$ cat config.mk
export PLATFORM = sky130hd
export DESIGN_NAME = framed_rx
export DESIGN_NICKNAME = d
export VERILOG_FILES = /design/src/rtl/frx_pkg.sv /design/src/rtl/frx_deser.sv /design/src/rtl/frx_buffer.sv /design/src/rtl/frx_justify.sv /design/src/rtl/frx_irq.sv /design/src/rtl/framed_rx.sv
export SDC_FILE = /design/constraint.sdc
export NUM_CORES = 1
export LEC_CHECK = 0
export ABC_AREA = 1
export BUFFER_PORTS_ARGS = -buffer_cell sky130_fd_sc_hd__buf_2
export CORE_UTILIZATION = 54
export CTS_CLUSTER_DIAMETER = 30
export CTS_CLUSTER_SIZE = 30
export DETAILED_ROUTE_END_ITERATION = 6
export PLACE_DENSITY = 0.85
export SYNTH_ARGS = -nofsm -noshare
export SYNTH_HDL_FRONTEND = slang
export SYNTH_SLANG_ARGS = --single-unit
$ cat constraint.sdc
create_clock -name clk -period 1.75 [get_ports clk]
set_input_delay 0.0875 -clock clk [delete_from_list [all_inputs] [get_ports clk]]
set_output_delay 0.0875 -clock clk [all_outputs]
set_load 0.005 [all_outputs]
$ cat src/rtl/frx_pkg.sv
package frx_pkg;

   typedef enum logic [1:0] {
      PH_IDLE  = 2'd0,
      PH_DELAY = 2'd1,
      PH_SHIFT = 2'd2
   } rx_phase_t;

   typedef enum logic [1:0] {
      IRQ_ELEM      = 2'b00,
      IRQ_FRAME_END = 2'b01,
      IRQ_SYNC      = 2'b10,
      IRQ_OVERRUN   = 2'b11
   } irq_cause_t;

   localparam int JUST_RIGHT = 0;
   localparam int JUST_LEFT  = 1;

   function automatic int width_of(input int count);
      return (count <= 1) ? 1 : $clog2(count);
   endfunction

endpackage

$ cat src/rtl/frx_deser.sv
module frx_deser
   import frx_pkg::*;
#(
   parameter int WORD_W      = 8,
   parameter int FRAME_WORDS = 2,
   parameter int DELAY       = 1
) (
   input  logic              clk,
   input  logic              rst_n,
   input  logic              enable,
   input  logic              bit_tick,
   input  logic              fsync,
   input  logic              sdata,
   output logic              word_valid,
   output logic [WORD_W-1:0] word_data,
   output logic              word_last,
   output logic              sync_seen
);

   localparam int BCW = width_of(WORD_W);
   localparam int WCW = width_of(FRAME_WORDS);
   localparam int DCW = width_of(DELAY + 1);
   localparam logic [BCW-1:0] LAST_BIT  = BCW'(WORD_W - 1);
   localparam logic [WCW-1:0] LAST_WORD = WCW'(FRAME_WORDS - 1);
   localparam logic [DCW-1:0] DLY_LOAD  = (DELAY > 0) ? DCW'(DELAY - 1) : '0;

   rx_phase_t         phase;
   logic [BCW-1:0]    bcnt;
   logic [WCW-1:0]    wcnt;
   logic [DCW-1:0]    dcnt;
   logic [WORD_W-1:0] shreg;
   logic              sync_hit;
   logic              data_tick;
   logic [WORD_W-1:0] shifted;

   assign sync_hit  = bit_tick && (phase == PH_IDLE) && fsync;
   assign data_tick = bit_tick && ((phase == PH_SHIFT) ||
                                   ((phase == PH_DELAY) && (dcnt == '0)) ||
                                   ((DELAY == 0) && sync_hit));
   assign shifted   = {shreg[WORD_W-2:0], sdata};

   always_ff @(posedge clk or negedge rst_n) begin
      if (!rst_n) begin
         phase      <= PH_IDLE;
         bcnt       <= '0;
         wcnt       <= '0;
         dcnt       <= '0;
         shreg      <= '0;
         word_valid <= 1'b0;
         word_data  <= '0;
         word_last  <= 1'b0;
         sync_seen  <= 1'b0;
      end else if (!enable) begin
         phase      <= PH_IDLE;
         bcnt       <= '0;
         wcnt       <= '0;
         dcnt       <= '0;
         shreg      <= '0;
         word_valid <= 1'b0;
         word_last  <= 1'b0;
         sync_seen  <= 1'b0;
      end else begin
         word_valid <= 1'b0;
         sync_seen  <= 1'b0;
         if (sync_hit) begin
            sync_seen <= 1'b1;
            bcnt      <= '0;
            wcnt      <= '0;
            dcnt      <= DLY_LOAD;
            phase     <= PH_DELAY;
         end
         if (data_tick) begin
            shreg <= shifted;
            if (bcnt == LAST_BIT) begin
               word_valid <= 1'b1;
               word_data  <= shifted;
               word_last  <= (wcnt == LAST_WORD);
               bcnt       <= '0;
               if (wcnt == LAST_WORD) begin
                  phase <= PH_IDLE;
                  wcnt  <= '0;
               end else begin
                  phase <= PH_SHIFT;
                  wcnt  <= wcnt + 1'b1;
               end
            end else begin
               bcnt  <= bcnt + 1'b1;
               phase <= PH_SHIFT;
            end
         end else if (bit_tick && (phase == PH_DELAY)) begin
            dcnt <= dcnt - 1'b1;
         end
      end
   end

endmodule

$ cat src/rtl/frx_buffer.sv
module frx_buffer #(
   parameter int WORD_W = 8
) (
   input  logic              clk,
   input  logic              rst_n,
   input  logic              enable,
   input  logic              in_valid,
   input  logic [WORD_W-1:0] in_data,
   input  logic              in_last,
   input  logic              rd_en,
   output logic [WORD_W-1:0] out_data,
   output logic              ready,
   output logic              overrun,
   output logic              load_pulse,
   output logic              load_last,
   output logic              ovr_pulse
);

   logic [WORD_W-1:0] hold_q;
   logic              hold_last;
   logic              hold_full;
   logic              move;
   logic              accept;

   assign move   = hold_full && !ready;
   assign accept = in_valid && (!hold_full || move);

   always_ff @(posedge clk or negedge rst_n) begin
      if (!rst_n) begin
         hold_q     <= '0;
         hold_last  <= 1'b0;
         hold_full  <= 1'b0;
         out_data   <= '0;
         ready      <= 1'b0;
         overrun    <= 1'b0;
         load_pulse <= 1'b0;
         load_last  <= 1'b0;
         ovr_pulse  <= 1'b0;
      end else if (!enable) begin
         hold_full  <= 1'b0;
         hold_last  <= 1'b0;
         ready      <= 1'b0;
         overrun    <= 1'b0;
         load_pulse <= 1'b0;
         load_last  <= 1'b0;
         ovr_pulse  <= 1'b0;
      end else begin
         load_pulse <= move;
         load_last  <= move && hold_last;
         ovr_pulse  <= in_valid && !accept;
         if (in_valid && !accept)
            overrun <= 1'b1;
         if (move) begin
            out_data <= hold_q;
            ready    <= 1'b1;
         end else if (rd_en && ready) begin
            ready <= 1'b0;
         end
         if (accept) begin
            hold_q    <= in_data;
            hold_last <= in_last;
            hold_full <= 1'b1;
         end else if (move) begin
            hold_full <= 1'b0;
         end
      end
   end

endmodule

$ cat src/rtl/frx_justify.sv
module frx_justify
   import frx_pkg::*;
#(
   parameter int WORD_W  = 8,
   parameter int HOST_W  = 32,
   parameter int JUSTIFY = JUST_RIGHT
) (
   input  logic [WORD_W-1:0] word,
   output logic [HOST_W-1:0] host
);

   localparam int PAD_W = HOST_W - WORD_W;

   generate
      if (PAD_W == 0) begin : g_same
         assign host = word;
      end else if (JUSTIFY == JUST_LEFT) begin : g_left
         assign host = {word, {PAD_W{1'b0}}};
      end else begin : g_right
         assign host = {{PAD_W{1'b0}}, word};
      end
   endgenerate

endmodule

$ cat src/rtl/frx_irq.sv
module frx_irq
   import frx_pkg::*;
(
   input  logic [1:0] mode,
   input  logic       load_pulse,
   input  logic       load_last,
   input  logic       sync_pulse,
   input  logic       ovr_pulse,
   output logic       irq
);

   always_comb begin
      case (irq_cause_t'(mode))
         IRQ_ELEM:      irq = load_pulse;
         IRQ_FRAME_END: irq = load_last;
         IRQ_SYNC:      irq = sync_pulse;
         default:       irq = ovr_pulse;
      endcase
   end

endmodule

$ cat src/rtl/framed_rx.sv
module framed_rx
   import frx_pkg::*;
#(
   parameter int WORD_W      = 8,
   parameter int HOST_W      = 32,
   parameter int FRAME_WORDS = 2,
   parameter int DELAY       = 1,
   parameter int JUSTIFY     = JUST_RIGHT
) (
   input  logic              clk,
   input  logic              rst_n,
   input  logic              rx_enable,
   input  logic              bit_tick,
   input  logic              rx_fsync,
   input  logic              rx_sdata,
   input  logic [1:0]        irq_mode,
   input  logic              rd_en,
   output logic [HOST_W-1:0] rd_data,
   output logic              rx_ready,
   output logic              rx_event,
   output logic              rx_irq,
   output logic              rx_overrun
);

   generate
      if (WORD_W < 2) begin : g_bad_word
         $error("framed_rx: WORD_W must be at least 2");
      end
      if (HOST_W < WORD_W) begin : g_bad_host
         $error("framed_rx: HOST_W must not be below WORD_W");
      end
      if (FRAME_WORDS < 1) begin : g_bad_frame
         $error("framed_rx: FRAME_WORDS must be at least 1");
      end
      if (DELAY < 0 || DELAY > 2) begin : g_bad_delay
         $error("framed_rx: DELAY must be 0, 1 or 2");
      end
      if (JUSTIFY != JUST_RIGHT && JUSTIFY != JUST_LEFT) begin : g_bad_just
         $error("framed_rx: JUSTIFY must be 0 or 1");
      end
   endgenerate

   logic              w_valid;
   logic [WORD_W-1:0] w_data;
   logic              w_last;
   logic              sync_pulse;
   logic [WORD_W-1:0] dreg;
   logic              load_last;
   logic              ovr_pulse;

   frx_deser #(
      .WORD_W      (WORD_W),
      .FRAME_WORDS (FRAME_WORDS),
      .DELAY       (DELAY)
   ) u_deser (
      .clk        (clk),
      .rst_n      (rst_n),
      .enable     (rx_enable),
      .bit_tick   (bit_tick),
      .fsync      (rx_fsync),
      .sdata      (rx_sdata),
      .word_valid (w_valid),
      .word_data  (w_data),
      .word_last  (w_last),
      .sync_seen  (sync_pulse)
   );

   frx_buffer #(
      .WORD_W (WORD_W)
   ) u_buffer (
      .clk        (clk),
      .rst_n      (rst_n),
      .enable     (rx_enable),
      .in_valid   (w_valid),
      .in_data    (w_data),
      .in_last    (w_last),
      .rd_en      (rd_en),
      .out_data   (dreg),
      .ready      (rx_ready),
      .overrun    (rx_overrun),
      .load_pulse (rx_event),
      .load_last  (load_last),
      .ovr_pulse  (ovr_pulse)
   );

   frx_justify #(
      .WORD_W  (WORD_W),
      .HOST_W  (HOST_W),
      .JUSTIFY (JUSTIFY)
   ) u_justify (
      .word (dreg),
      .host (rd_data)
   );

   frx_irq u_irq (
      .mode       (irq_mode),
      .load_pulse (rx_event),
      .load_last  (load_last),
      .sync_pulse (sync_pulse),
      .ovr_pulse  (ovr_pulse),
      .irq        (rx_irq)
   );

endmodule

==> results.md <==
* Max_cap viols at 0
* Initial antenna violation count at 0
* Final ANT Viol Nets at 0
* Row count at 22
* Final setup fails at 0
* Worst R2R Path Depth at 6
* TritonCTS clock tree: built
* Slew Viols, Final at 0
* Drc violations at 0
* Worst Hold Class: primary input to register
* Area grow syn2layout at 6.55%
* Critical path launch point type: register
* Worst R2R Start: u_deser.bcnt[0]$_DFFE_PN0P_
* Total Power at 0.00191 W
* Hold Violations, Final at 0
* Filler cells at 320
* # IOs at 45
* Critical R2R Capture: u_deser.word_data[5]$_DFFE_PN0P_
* Tmin final at ~1.4 ns
* # nets final at 268
* Die Ht at 65.2 um
* Yosys cell types at 27
* Post-Syn Area at 2160 um2
* Routability Congestion at about 0.74
* GR Util All Layers at 18.1%
* I/O Buffers at 20
* Post-layout util at 61.4%
* CP Capture Type: register
* Max Root-Sink Buffers at 2
* Core area at 3740 um2
* Routed length per instance at 10.7 um
* Clk slew on worst S/H paths at 0.08 ns
* Initial Utilization at 57.6%
* F_max at slightly above 700 MHz
* Worst hold path depth at 3
* Lkg Pwr at 1.27 nW
* CP max FO at 17
* Detailed Route Iter0 Violations at 106
* Worst-margin pin slew at about 0.57 ns
* Clock sinks at 48
* Synthesized area per cell at 9.18 um2
* Ys Warns at 0
* Diodes inserted at 0
* Vias in the first global route at 1330
* Pwr/cell area at just over 800 nW/um2
* RSZ-0062 raised after global routing: false
* Die area at 4250 um2
* Post-cts repair resize count at 0
* Final HPWL DP at 2320 um
* Max VDD drop at 0.000431 V
* R2R setup slack at 0.34 ns
* CP Data Arrival Time at ~1.6 ns
* Vias/cell at 4.72
* Share of post-route cells with drive strength above 1 at 14.7%
* Routed WL at approximately 3300 um
* Critical path required time at 1.97 ns
* TritonCTS buffer count at 5
* Die width at around 65 um
* WHS Endpoint: u_deser.word_data[0]$_DFFE_PN0P_
* First-pass GRT wire length at approximately 5800 um
* Global route overflow at 0
* Clock root buffer: clkbuf_8
* Largest net degree at the start of global routing at just under 50
* DR vias at about 1400
* Clk_skew at 0.00471 ns
* Yosys reg bits at 48
* Seq/Total Area, Yosys at 55.7%
* Synth Instances at 235
* DRT Pass-1 Iters at 4
* Relative slew margins at 61.8%
* Worst-Skew Late Latency at 0.30 ns
* Setup TNS at 0 ns
* Outcome: finished clean
* HP Start: rx_sdata
* Postcts setup bufs at 0
* # H-tree levels at 2
* Final period util at 80.4%
* Kind of critical path: register to register
per-stage QoR:
step	worst slack (ns)	instances	hold slack (ns)	cell area (um2)
finish	0.342	306	0.0356	2300
global placement	0.403	296	0.208	2190
detailed placement	0.350	296	0.212	2190
global route	0.226	306	0.0321	2300
floorplan	0.406	258	-0.208	2240
CTS	0.333	306	0.0207	2300
logic make-up (layout without fill, tap and decap cells):
group           Yosys count  count (layout)  synth area share (%)
compound gates           33              33                  8.12
fa+ha+maj                 2               2                  1.16
flops                    48              48                  55.7
buf+inv                  53              53                  14.4
simple gates             98              98                  20.4
other cells               1              24                 0.174
power breakdown:
part,internal (W),switching (W)
clock network,0.000315,0.000347
logic,0.0000306,0.0000902
registers,0.00112,0.00000942
worst max-delay path, cell delays in order (launching register included):
cell	delay, ns
dfrtp_1	0.38
ha_1	0.17
ha_1	0.21
nand2_1	0.15
nor2_8	0.26
nand2_1	0.09
o21ai_1	0.08
sequential cells by signal, indices dropped and copies added (netlist names):
| signal | cells |
|---|---|
| u_buffer.hold_full | 1 |
| u_buffer.hold_last | 1 |
| u_buffer.hold_q | 8 |
| u_buffer.load_last | 1 |
| u_buffer.load_pulse | 1 |
| u_buffer.out_data | 8 |
| u_buffer.overrun | 1 |
| u_buffer.ovr_pulse | 1 |
| u_buffer.ready | 1 |
| u_deser.bcnt | 3 |
| u_deser.dcnt | 1 |
| u_deser.phase | 2 |
| u_deser.shreg | 7 |
| u_deser.sync_seen | 1 |
| u_deser.wcnt | 1 |
| u_deser.word_data | 8 |
| u_deser.word_last | 1 |
| u_deser.word_valid | 1 |
layer usage:
metal	wire length, um	vias up	GRT usage, %
met5	0	-	0
met4	41	0	5.98
met3	129	5	5.73
met2	1590	37	29.0
met1	1530	665	23.1
li1	-	738	-
worst max-delay path by stage:
stage / start / endpoint / slack [ns]
2_1_floorplan: u_deser.bcnt[0]$_DFFE_PN0P_ / u_deser.word_data[6]$_DFFE_PN0P_ / 0.41
3_3_place_gp: u_deser.bcnt[0]$_DFFE_PN0P_ / u_deser.word_data[4]$_DFFE_PN0P_ / 0.40
3_5_place_dp: u_deser.bcnt[0]$_DFFE_PN0P_ / u_deser.word_data[5]$_DFFE_PN0P_ / 0.35
4_1_cts: u_deser.bcnt[0]$_DFFE_PN0P_ / u_deser.word_data[5]$_DFFE_PN0P_ / 0.33
5_1_grt: u_deser.bcnt[0]$_DFFE_PN0P_ / u_deser.word_data[3]$_DFFE_PN0P_ / 0.23
6_report: u_deser.bcnt[0]$_DFFE_PN0P_ / u_deser.word_data[5]$_DFFE_PN0P_ / 0.34
cells in the mapped netlist, drive strengths merged:
cell type  instances  share of area [%]
buf               31                 11
clkbuf             1               0.17
nand3             15                3.7
o21ai             31                7.5
o31ai              1               0.35
conb               1               0.17
clkinv             1               0.17
inv               20                3.5
nor3               1               0.23
nand2             67                 12
dfrtp             48                 56
nor3b              1               0.35
ha                 2                1.2
nor2              11                3.1
a21oi              1               0.23
nand4              3               0.87
area by class of cell:
class	instances	area, um2	area share [%]
clock buffer	6	82.6	3.59
clock inverter	2	10.0	0.435
inverter	21	78.8	3.43
multi-input combinational	157	731	31.8
sequential	48	1200	52.3
tap	48	60.1	2.61
timing repair buffer	24	135	5.88
cell usage in the layout (no fill, tap or decap), types with 2 or more instances in the layout:
cell,count
ha_1,2
nand3_1,14
buf_4,2
nand2_1,65
o21ai_2,2
dlygate4sd3_1,2
clkbuf_8,6
clkinv_2,2
dfrtp_1,48
conb_1,24
inv_1,20
o21ai_0,18
buf_2,20
nor2_1,8
nand4_1,3
o21ai_1,11
repair_timing:
action                                 in CTS  in global routing
hold buffers                                2                  0
endpoints found under the hold margin      49                  0
setup endpoints to repair                   0                  0
Power figures use the tool's default switching activity.
